**src/rtl/cache_reconfig_pkg.sv**
```systemverilog
package cache_reconfig_pkg;

    typedef enum logic [3:0] {
        ST_IDLE, ST_LOCK, ST_CD_ON, ST_WB1, ST_PGE_RD, ST_PGE_CLR, ST_TLB1,
        ST_DT_RD, ST_DT_CLR, ST_WB2, ST_UPD, ST_TLB2, ST_DT_RST, ST_CD_OFF,
        ST_PGE_RST, ST_UNLOCK
    } step_e;

    typedef enum logic [2:0] {
        CH_NONE, CH_LOCK, CH_CR, CH_WB, CH_TLB, CH_PGE, CH_DT
    } chan_e;

    // flag: lock acquire / cache-disable value / write (for PGE and DT)
    typedef struct packed {
        chan_e chan;
        logic  flag;
    } op_t;

    // bits cleared in the default-type value on entry (enables and type)
    localparam logic [11:0] DT_CLR_FIELDS = 12'hCFF;

    function automatic op_t step_op(step_e s);
        op_t o;
        case (s)
            ST_LOCK:    o = '{CH_LOCK, 1'b1};
            ST_CD_ON:   o = '{CH_CR,   1'b1};
            ST_WB1,
            ST_WB2:     o = '{CH_WB,   1'b0};
            ST_PGE_RD:  o = '{CH_PGE,  1'b0};
            ST_PGE_CLR,
            ST_PGE_RST: o = '{CH_PGE,  1'b1};
            ST_TLB1,
            ST_TLB2:    o = '{CH_TLB,  1'b0};
            ST_DT_RD:   o = '{CH_DT,   1'b0};
            ST_DT_CLR,
            ST_DT_RST:  o = '{CH_DT,   1'b1};
            ST_CD_OFF:  o = '{CH_CR,   1'b0};
            ST_UNLOCK:  o = '{CH_LOCK, 1'b0};
            default:    o = '{CH_NONE, 1'b0};
        endcase
        return o;
    endfunction

    function automatic step_e step_next(step_e s, logic pge_en);
        step_e n;
        case (s)
            ST_LOCK:    n = ST_CD_ON;
            ST_CD_ON:   n = ST_WB1;
            ST_WB1:     n = pge_en ? ST_PGE_RD : ST_TLB1;
            ST_PGE_RD:  n = ST_PGE_CLR;
            ST_PGE_CLR: n = ST_TLB1;
            ST_TLB1:    n = ST_DT_RD;
            ST_DT_RD:   n = ST_DT_CLR;
            ST_DT_CLR:  n = ST_WB2;
            ST_WB2:     n = ST_UPD;
            ST_UPD:     n = ST_TLB2;
            ST_TLB2:    n = ST_DT_RST;
            ST_DT_RST:  n = ST_CD_OFF;
            ST_CD_OFF:  n = pge_en ? ST_PGE_RST : ST_UNLOCK;
            ST_PGE_RST: n = ST_UNLOCK;
            default:    n = ST_IDLE;
        endcase
        return n;
    endfunction

endpackage

```
**src/rtl/crs_fsm.sv**
```systemverilog
module crs_fsm
    import cache_reconfig_pkg::*;
(
    input  logic  clk,
    input  logic  rst,
    input  logic  start_i,
    input  logic  pge_present_i,
    input  logic  op_ack_i,
    input  logic  upd_done_i,
    output step_e step_o,
    output logic  start_acc_o,
    output logic  done_o
);
    step_e step_q;
    logic  pge_en_q;
    logic  advance;
    logic  busy;

    assign busy        = (step_q != ST_IDLE);
    assign start_acc_o = !busy && start_i;
    assign advance     = (step_q == ST_UPD) ? upd_done_i : (busy && op_ack_i);
    assign step_o      = step_q;

    always_ff @(posedge clk) begin
        if (rst) begin
            step_q   <= ST_IDLE;
            pge_en_q <= 1'b0;
            done_o   <= 1'b0;
        end else begin
            done_o <= (step_q == ST_UNLOCK) && op_ack_i;
            if (start_acc_o) begin
                step_q   <= ST_LOCK;
                pge_en_q <= pge_present_i;
            end else if (advance) begin
                step_q <= step_next(step_q, pge_en_q);
            end
        end
    end

    assert_start_gate_R2: assert property (@(posedge clk) disable iff (rst)
        $rose(busy) |-> $past(start_i));

    assert_no_restart_R12: assert property (@(posedge clk) disable iff (rst)
        (busy && start_i && step_q != ST_UNLOCK) |=> busy);

    assert_done_single_R11: assert property (@(posedge clk) disable iff (rst)
        done_o |=> !done_o);
endmodule

```
**src/rtl/crs_timer.sv**
```systemverilog
module crs_timer #(
    parameter int TMO_CYC = 16
) (
    input  logic clk,
    input  logic rst,
    input  logic clr_i,
    input  logic waiting_i,
    input  logic ack_i,
    output logic err_o
);
    localparam int CW = $clog2(TMO_CYC + 1);
    localparam logic [CW-1:0] CNT_MAX = CW'(TMO_CYC - 1);

    logic [CW-1:0] cnt_q;

    always_ff @(posedge clk) begin
        if (rst) begin
            cnt_q <= '0;
            err_o <= 1'b0;
        end else begin
            if (clr_i)
                err_o <= 1'b0;
            if (!waiting_i || ack_i) begin
                cnt_q <= '0;
            end else if (cnt_q == CNT_MAX) begin
                err_o <= 1'b1;
            end else begin
                cnt_q <= cnt_q + 1'b1;
            end
        end
    end

    assert_err_from_wait_R13: assert property (@(posedge clk) disable iff (rst)
        $rose(err_o) |-> $past(waiting_i && !ack_i));
endmodule

```
**src/rtl/crs_ctx.sv**
```systemverilog
module crs_ctx
    import cache_reconfig_pkg::*;
#(
    parameter int DT_W = 64
) (
    input  logic            clk,
    input  logic            rst,
    input  step_e           step_i,
    input  logic            ack_i,
    input  logic            pge_rdata_i,
    input  logic [DT_W-1:0] dt_rdata_i,
    input  logic            upd_we_i,
    input  logic [DT_W-1:0] upd_wdata_i,
    output logic            saved_pge_o,
    output logic [DT_W-1:0] saved_dt_o
);
    always_ff @(posedge clk) begin
        if (rst) begin
            saved_pge_o <= 1'b0;
            saved_dt_o  <= '0;
        end else begin
            if (step_i == ST_PGE_RD && ack_i)
                saved_pge_o <= pge_rdata_i;
            if (step_i == ST_DT_RD && ack_i)
                saved_dt_o <= dt_rdata_i;
            else if (step_i == ST_UPD && upd_we_i)
                saved_dt_o <= upd_wdata_i;
        end
    end
endmodule

```
**src/rtl/cache_reconfig_seq.sv**
```systemverilog
module cache_reconfig_seq
    import cache_reconfig_pkg::*;
#(
    parameter int DT_W    = 64,
    parameter int TMO_CYC = 16
) (
    input  logic            clk,
    input  logic            rst,
    input  logic            start_i,
    output logic            busy_o,
    output logic            irq_mask_o,
    output logic            done_o,
    output logic            err_o,
    output logic            lock_req_o,
    output logic            lock_take_o,
    input  logic            lock_ack_i,
    output logic            cr_req_o,
    output logic            cr_cd_o,
    input  logic            cr_ack_i,
    output logic            wb_req_o,
    input  logic            wb_ack_i,
    output logic            tlb_req_o,
    input  logic            tlb_ack_i,
    input  logic            pge_present_i,
    output logic            pge_req_o,
    output logic            pge_wr_o,
    output logic            pge_wdata_o,
    input  logic            pge_rdata_i,
    input  logic            pge_ack_i,
    output logic            dt_req_o,
    output logic            dt_wr_o,
    output logic [DT_W-1:0] dt_wdata_o,
    input  logic [DT_W-1:0] dt_rdata_i,
    input  logic            dt_ack_i,
    output logic            upd_go_o,
    input  logic            upd_done_i,
    input  logic            upd_we_i,
    input  logic [DT_W-1:0] upd_wdata_i
);
    localparam logic [DT_W-1:0] CLR_MASK = DT_W'(DT_CLR_FIELDS);

    step_e           step;
    op_t             op;
    logic            op_ack;
    logic            start_acc;
    logic            saved_pge;
    logic [DT_W-1:0] saved_dt;

    assign op = step_op(step);

    always_comb begin
        case (op.chan)
            CH_LOCK: op_ack = lock_ack_i;
            CH_CR:   op_ack = cr_ack_i;
            CH_WB:   op_ack = wb_ack_i;
            CH_TLB:  op_ack = tlb_ack_i;
            CH_PGE:  op_ack = pge_ack_i;
            CH_DT:   op_ack = dt_ack_i;
            default: op_ack = 1'b0;
        endcase
    end

    crs_fsm u_fsm (
        .clk          (clk),
        .rst          (rst),
        .start_i      (start_i),
        .pge_present_i(pge_present_i),
        .op_ack_i     (op_ack),
        .upd_done_i   (upd_done_i),
        .step_o       (step),
        .start_acc_o  (start_acc),
        .done_o       (done_o)
    );

    crs_timer #(.TMO_CYC(TMO_CYC)) u_timer (
        .clk      (clk),
        .rst      (rst),
        .clr_i    (start_acc),
        .waiting_i(op.chan != CH_NONE),
        .ack_i    (op_ack),
        .err_o    (err_o)
    );

    crs_ctx #(.DT_W(DT_W)) u_ctx (
        .clk        (clk),
        .rst        (rst),
        .step_i     (step),
        .ack_i      (op_ack),
        .pge_rdata_i(pge_rdata_i),
        .dt_rdata_i (dt_rdata_i),
        .upd_we_i   (upd_we_i),
        .upd_wdata_i(upd_wdata_i),
        .saved_pge_o(saved_pge),
        .saved_dt_o (saved_dt)
    );

    assign busy_o      = (step != ST_IDLE);
    assign irq_mask_o  = busy_o;
    assign upd_go_o    = (step == ST_UPD);

    assign lock_req_o  = (op.chan == CH_LOCK);
    assign lock_take_o = lock_req_o && op.flag;
    assign cr_req_o    = (op.chan == CH_CR);
    assign cr_cd_o     = cr_req_o && op.flag;
    assign wb_req_o    = (op.chan == CH_WB);
    assign tlb_req_o   = (op.chan == CH_TLB);
    assign pge_req_o   = (op.chan == CH_PGE);
    assign pge_wr_o    = pge_req_o && op.flag;
    assign pge_wdata_o = (step == ST_PGE_RST) && saved_pge;
    assign dt_req_o    = (op.chan == CH_DT);
    assign dt_wr_o     = dt_req_o && op.flag;

    always_comb begin
        case (step)
            ST_DT_CLR: dt_wdata_o = saved_dt & ~CLR_MASK;
            ST_DT_RST: dt_wdata_o = saved_dt;
            default:   dt_wdata_o = '0;
        endcase
    end

    assert_one_op_R5: assert property (@(posedge clk) disable iff (rst)
        $onehot0({lock_req_o, cr_req_o, wb_req_o, tlb_req_o, pge_req_o, dt_req_o, upd_go_o}));

    assert_dt_hold_R5: assert property (@(posedge clk) disable iff (rst)
        (dt_req_o && !dt_ack_i) |=> (dt_req_o && $stable(dt_wr_o) && $stable(dt_wdata_o)));

    assert_saved_quiet_R8: assert property (@(posedge clk) disable iff (rst)
        (!upd_go_o && !dt_ack_i) |=> $stable(saved_dt));

    assert_end_with_done_R11: assert property (@(posedge clk) disable iff (rst)
        $fell(busy_o) |-> done_o);
endmodule

```
**config.mk**
```make
export PLATFORM = sky130hd
export DESIGN_NAME = cache_reconfig_seq
export DESIGN_NICKNAME = d
export VERILOG_FILES = /design/src/rtl/cache_reconfig_pkg.sv /design/src/rtl/crs_fsm.sv /design/src/rtl/crs_timer.sv /design/src/rtl/crs_ctx.sv /design/src/rtl/cache_reconfig_seq.sv
export SDC_FILE = /design/constraint.sdc
export NUM_CORES = 1
export LEC_CHECK = 0
export ABC_CLOCK_PERIOD_IN_PS = 4100
export BUFFER_PORTS_ARGS = -buffer_cell sky130_fd_sc_hd__buf_2
export CORE_MARGIN = 8
export CORE_UTILIZATION = 49
export DETAILED_ROUTE_END_ITERATION = 7
export PLACE_DENSITY = 0.95
export SLEW_MARGIN = 10
export SYNTH_ARGS = -nofsm -noshare
export SYNTH_HDL_FRONTEND = slang
export SYNTH_SLANG_ARGS = --single-unit
```
**constraint.sdc**
```tcl
create_clock -name clk -period 4.1 [get_ports clk]
set_clock_uncertainty 0.15 [all_clocks]
set_input_delay 0.205 -clock clk [delete_from_list [all_inputs] [get_ports clk]]
set_output_delay 0.205 -clock clk [all_outputs]
set_load 0.02 [all_outputs]
```
==> results.cfg <==
[run_status]
status = finished, final reports clean

[clocking]
htree_levels = 3
cts_tree = done
clkLatencyLatePin_ps = 340
cts_root_buf = sky130_fd_sc_hd__clkbuf_8
clock-sinks = 77
deepest_clock_path_buffer_count = 2
cts.repair_timing.setup_buffer_count = 0
numCtsBuffers = 9
worst_setup_hold_path_clk_slew_ps = 80

[placed_design]
buffer_ports.inserted = 220
numPlacedInstances = 724
hpwlAfterDp_mm = 10.3
gpl.final_weighted_congestion = 0.907

[sta]
max_freq_mhz = 261
max_slew.worst_pin.slew_ps = 1140
maxSlewHeadroom = 0.236
rsz0062_at_grt = false
setup-violations-final = 0
time_the_final_worst_path_needs_with_i_o_delays_and_setup_ps = 3840
final.setup.tns_ps = 0
timing.final.max_slew_violations = 0
final_min_period_over_clock_period = 0.936
finalHoldViolCount = 0

[finish]
finalCoreUtilization = 0.762
final_common_cell = sky130_fd_sc_hd__buf_2
synthToLayoutAreaGrowth_pct = 52.0
layout.cells.most_common_list = 220 x sky130_fd_sc_hd__buf_2, 89 x sky130_fd_sc_hd__dlygate4sd3_1, 75 x sky130_fd_sc_hd__and2_1
drive_gt1_frac = 0.354
finish.cell_count_without_fillers = 829
nNetsFinal = 868
diodes = 0

[synth]
synthDominantCellAreaShare = 0.376
ys_types = 50
netlist_area_sq_um = 4100
synth.yosys.warnings = 0
edff_count_synth = 0
synthCells = 434
asyncSetResetFlopFracSynth = 0
synth_seq_area_share = 0.376
post_syn_nets = 582
predominant_post_synthesis_flop_cell = sky130_fd_sc_hd__dfxtp_1
post_synth.cell_area_avg_sq_um = 9.45
postSynthRegisterBits = 77
leading_cell_types_by_total_area_after_synthesis = sky130_fd_sc_hd__dfxtp_1 38%, sky130_fd_sc_hd__a221o_1 16%, sky130_fd_sc_hd__and2_1 11%
synth_largest_area_cell = sky130_fd_sc_hd__dfxtp_1

[critical_path]
crit_required_ps = 4170
timing.critical_path.fanout_max = 36
r2r.worst_path.cells = 9
reg2reg_from = u_fsm.step_o[1]
setup.reg_to_reg.worst_slack_ps = 260
crit_path_end = u_ctx.saved_dt_o[10]
r2r_endpoint = u_ctx.saved_dt_o[10]
data_arrival_time_of_the_critical_path_ps = 3910
startpoint = u_fsm.step_o[1]
worst_setup_path_start_kind = register
worst_setup_path_end_kind = register
critical_setup_path_kind = register to register

[global_route]
grt_util_all_layers = 0.294
wire_length_of_the_first_global_routing_pass_mm = 27.3
overflow_left_after_global_routing = 0
first_global_vias = 5254
antenna_violations_before_repair = 0
grt_start_max_net_pins = 65

[detailed_routing]
detail_route.wirelength_mm = 17.5
drcViolationCount = 0
drtPass1Iterations = 5
routed-via-count = 4953
drt_first_iter_violations = 326
post_drt_via_cell_ratio = 5.97
wl_per_cell_um = 21.1
ant_nets = 0

[floorplan]
io_pins = 221
coreArea_sq_um = 8180
starting_density_of_the_core = 0.502
die_height_um = 107
design.die.area_sq_um = 11600
floorplan.die.width_um = 107
row_count = 33

[pwr]
leakage_component_of_the_power_uw = 0.00329
pwr_cell_area_nw_per_um2 = 248
ir_worst_vdd_v = 0.000170

[min_path]
hold_path_depth = 3
hold_path_class = input port to register

[run]
timing.max_cap.violations = 0
Yosys cell counts, types with 2 or more instances:
cell type                   n
sky130_fd_sc_hd__a211o_1    2
sky130_fd_sc_hd__a21oi_1    7
sky130_fd_sc_hd__a221o_1   64
sky130_fd_sc_hd__a221oi_1   2
sky130_fd_sc_hd__and2_1    75
sky130_fd_sc_hd__and3_1    58
sky130_fd_sc_hd__buf_2      4
sky130_fd_sc_hd__buf_6     14
sky130_fd_sc_hd__clkbuf_1  21
sky130_fd_sc_hd__dfxtp_1   77
sky130_fd_sc_hd__ha_1       7
sky130_fd_sc_hd__inv_1      8
sky130_fd_sc_hd__mux2i_1    9
sky130_fd_sc_hd__nand2_1   13
sky130_fd_sc_hd__nand2b_1   2
sky130_fd_sc_hd__nand3_1    4
sky130_fd_sc_hd__nand4_1    3
sky130_fd_sc_hd__nor2_1    17
sky130_fd_sc_hd__nor2b_1    4
sky130_fd_sc_hd__nor3_1     4
sky130_fd_sc_hd__nor3_2     2
sky130_fd_sc_hd__o211ai_1   2
sky130_fd_sc_hd__o21ai_0    5
sky130_fd_sc_hd__or3_1      2
sky130_fd_sc_hd__xor2_1     3
worst max-delay path, stage by stage (launching register included):
cell	delay, ps
sky130_fd_sc_hd__dfxtp_2	510
sky130_fd_sc_hd__inv_1	200
sky130_fd_sc_hd__ha_1	320
sky130_fd_sc_hd__a211oi_1	430
sky130_fd_sc_hd__a311oi_4	100
sky130_fd_sc_hd__o221ai_2	380
sky130_fd_sc_hd__a31oi_4	340
sky130_fd_sc_hd__buf_12	280
sky130_fd_sc_hd__a221o_1	380
sky130_fd_sc_hd__dlygate4sd3_1	610
per-stage QoR:
stage,area (sq um),setup WS [ps],power [uW],hold slack [ps]
global placement,5140,782,922,277
finish,6230,264,1550,13.5
CTS,6220,83.8,1540,0.280
global route,6230,76.7,1600,3.12
detailed placement,5140,592,927,281
floorplan,4100,1520,844,124
cell type report:
type                            count  area (sq um)
Multi-Input combinational cell    309          2290
Timing Repair Buffer              314          2040
Fill cell                         531          1940
Sequential cell                    77          1550
Clock buffer                       11           141
Tap cell                          105           131
Clock inverter                      4          48.8
Inverter                            9          33.8
flip-flops by register name, summed over array words and instances (netlist names):
register,flops
u_fsm.step_o,4
u_ctx.saved_pge_o,1
u_ctx.saved_dt_o,64
u_fsm.pge_en_q,1
u_fsm.done_o,1
u_timer.cnt_q,5
u_timer.err_o,1
worst min-delay path by stage:
stage,slack [ps],start,to
final,10,upd_wdata_i[58],u_ctx.saved_dt_o[58]
after global routing,3,upd_wdata_i[58],u_ctx.saved_dt_o[58]
after CTS,0.3,upd_wdata_i[58],u_ctx.saved_dt_o[58]
after detailed placement,280,dt_rdata_i[46],u_ctx.saved_dt_o[46]
after global placement,280,dt_rdata_i[7],u_ctx.saved_dt_o[7]
after floorplan,120,rst,u_ctx.saved_pge_o
repair_timing:
item | CTS | global route
setup endpoints to repair | 0 | 20
hold buffers | 89 | 0
hold endpoints to repair | 66 | 0
resized for setup | 0 | 2
layer usage:
layer	GRT usage	wire length (um)
met4	0.170	778
met3	0.0820	1740
met1	0.317	6080
met5	0	0
met2	0.503	8870
power by group:
part	internal (uW)	total [uW]	switching, uW
registers	750	756	6.14
clock network	294	575	281
logic	114	216	102
total	1160	1550	389
kinds of logic after synthesis:
group | Yosys count | share of synthesized area
AO/OA/AOI/OAI | 98 | 0.225
adder cells (fa/ha/maj) | 7 | 0.0214
buffers and inverters | 49 | 0.0726
multiplexers | 10 | 0.0256
XOR/XNOR | 4 | 0.00854
flip-flops | 77 | 0.376
AND/OR/NAND/NOR | 189 | 0.271
Note: power is estimated with default switching activity, not from simulation.
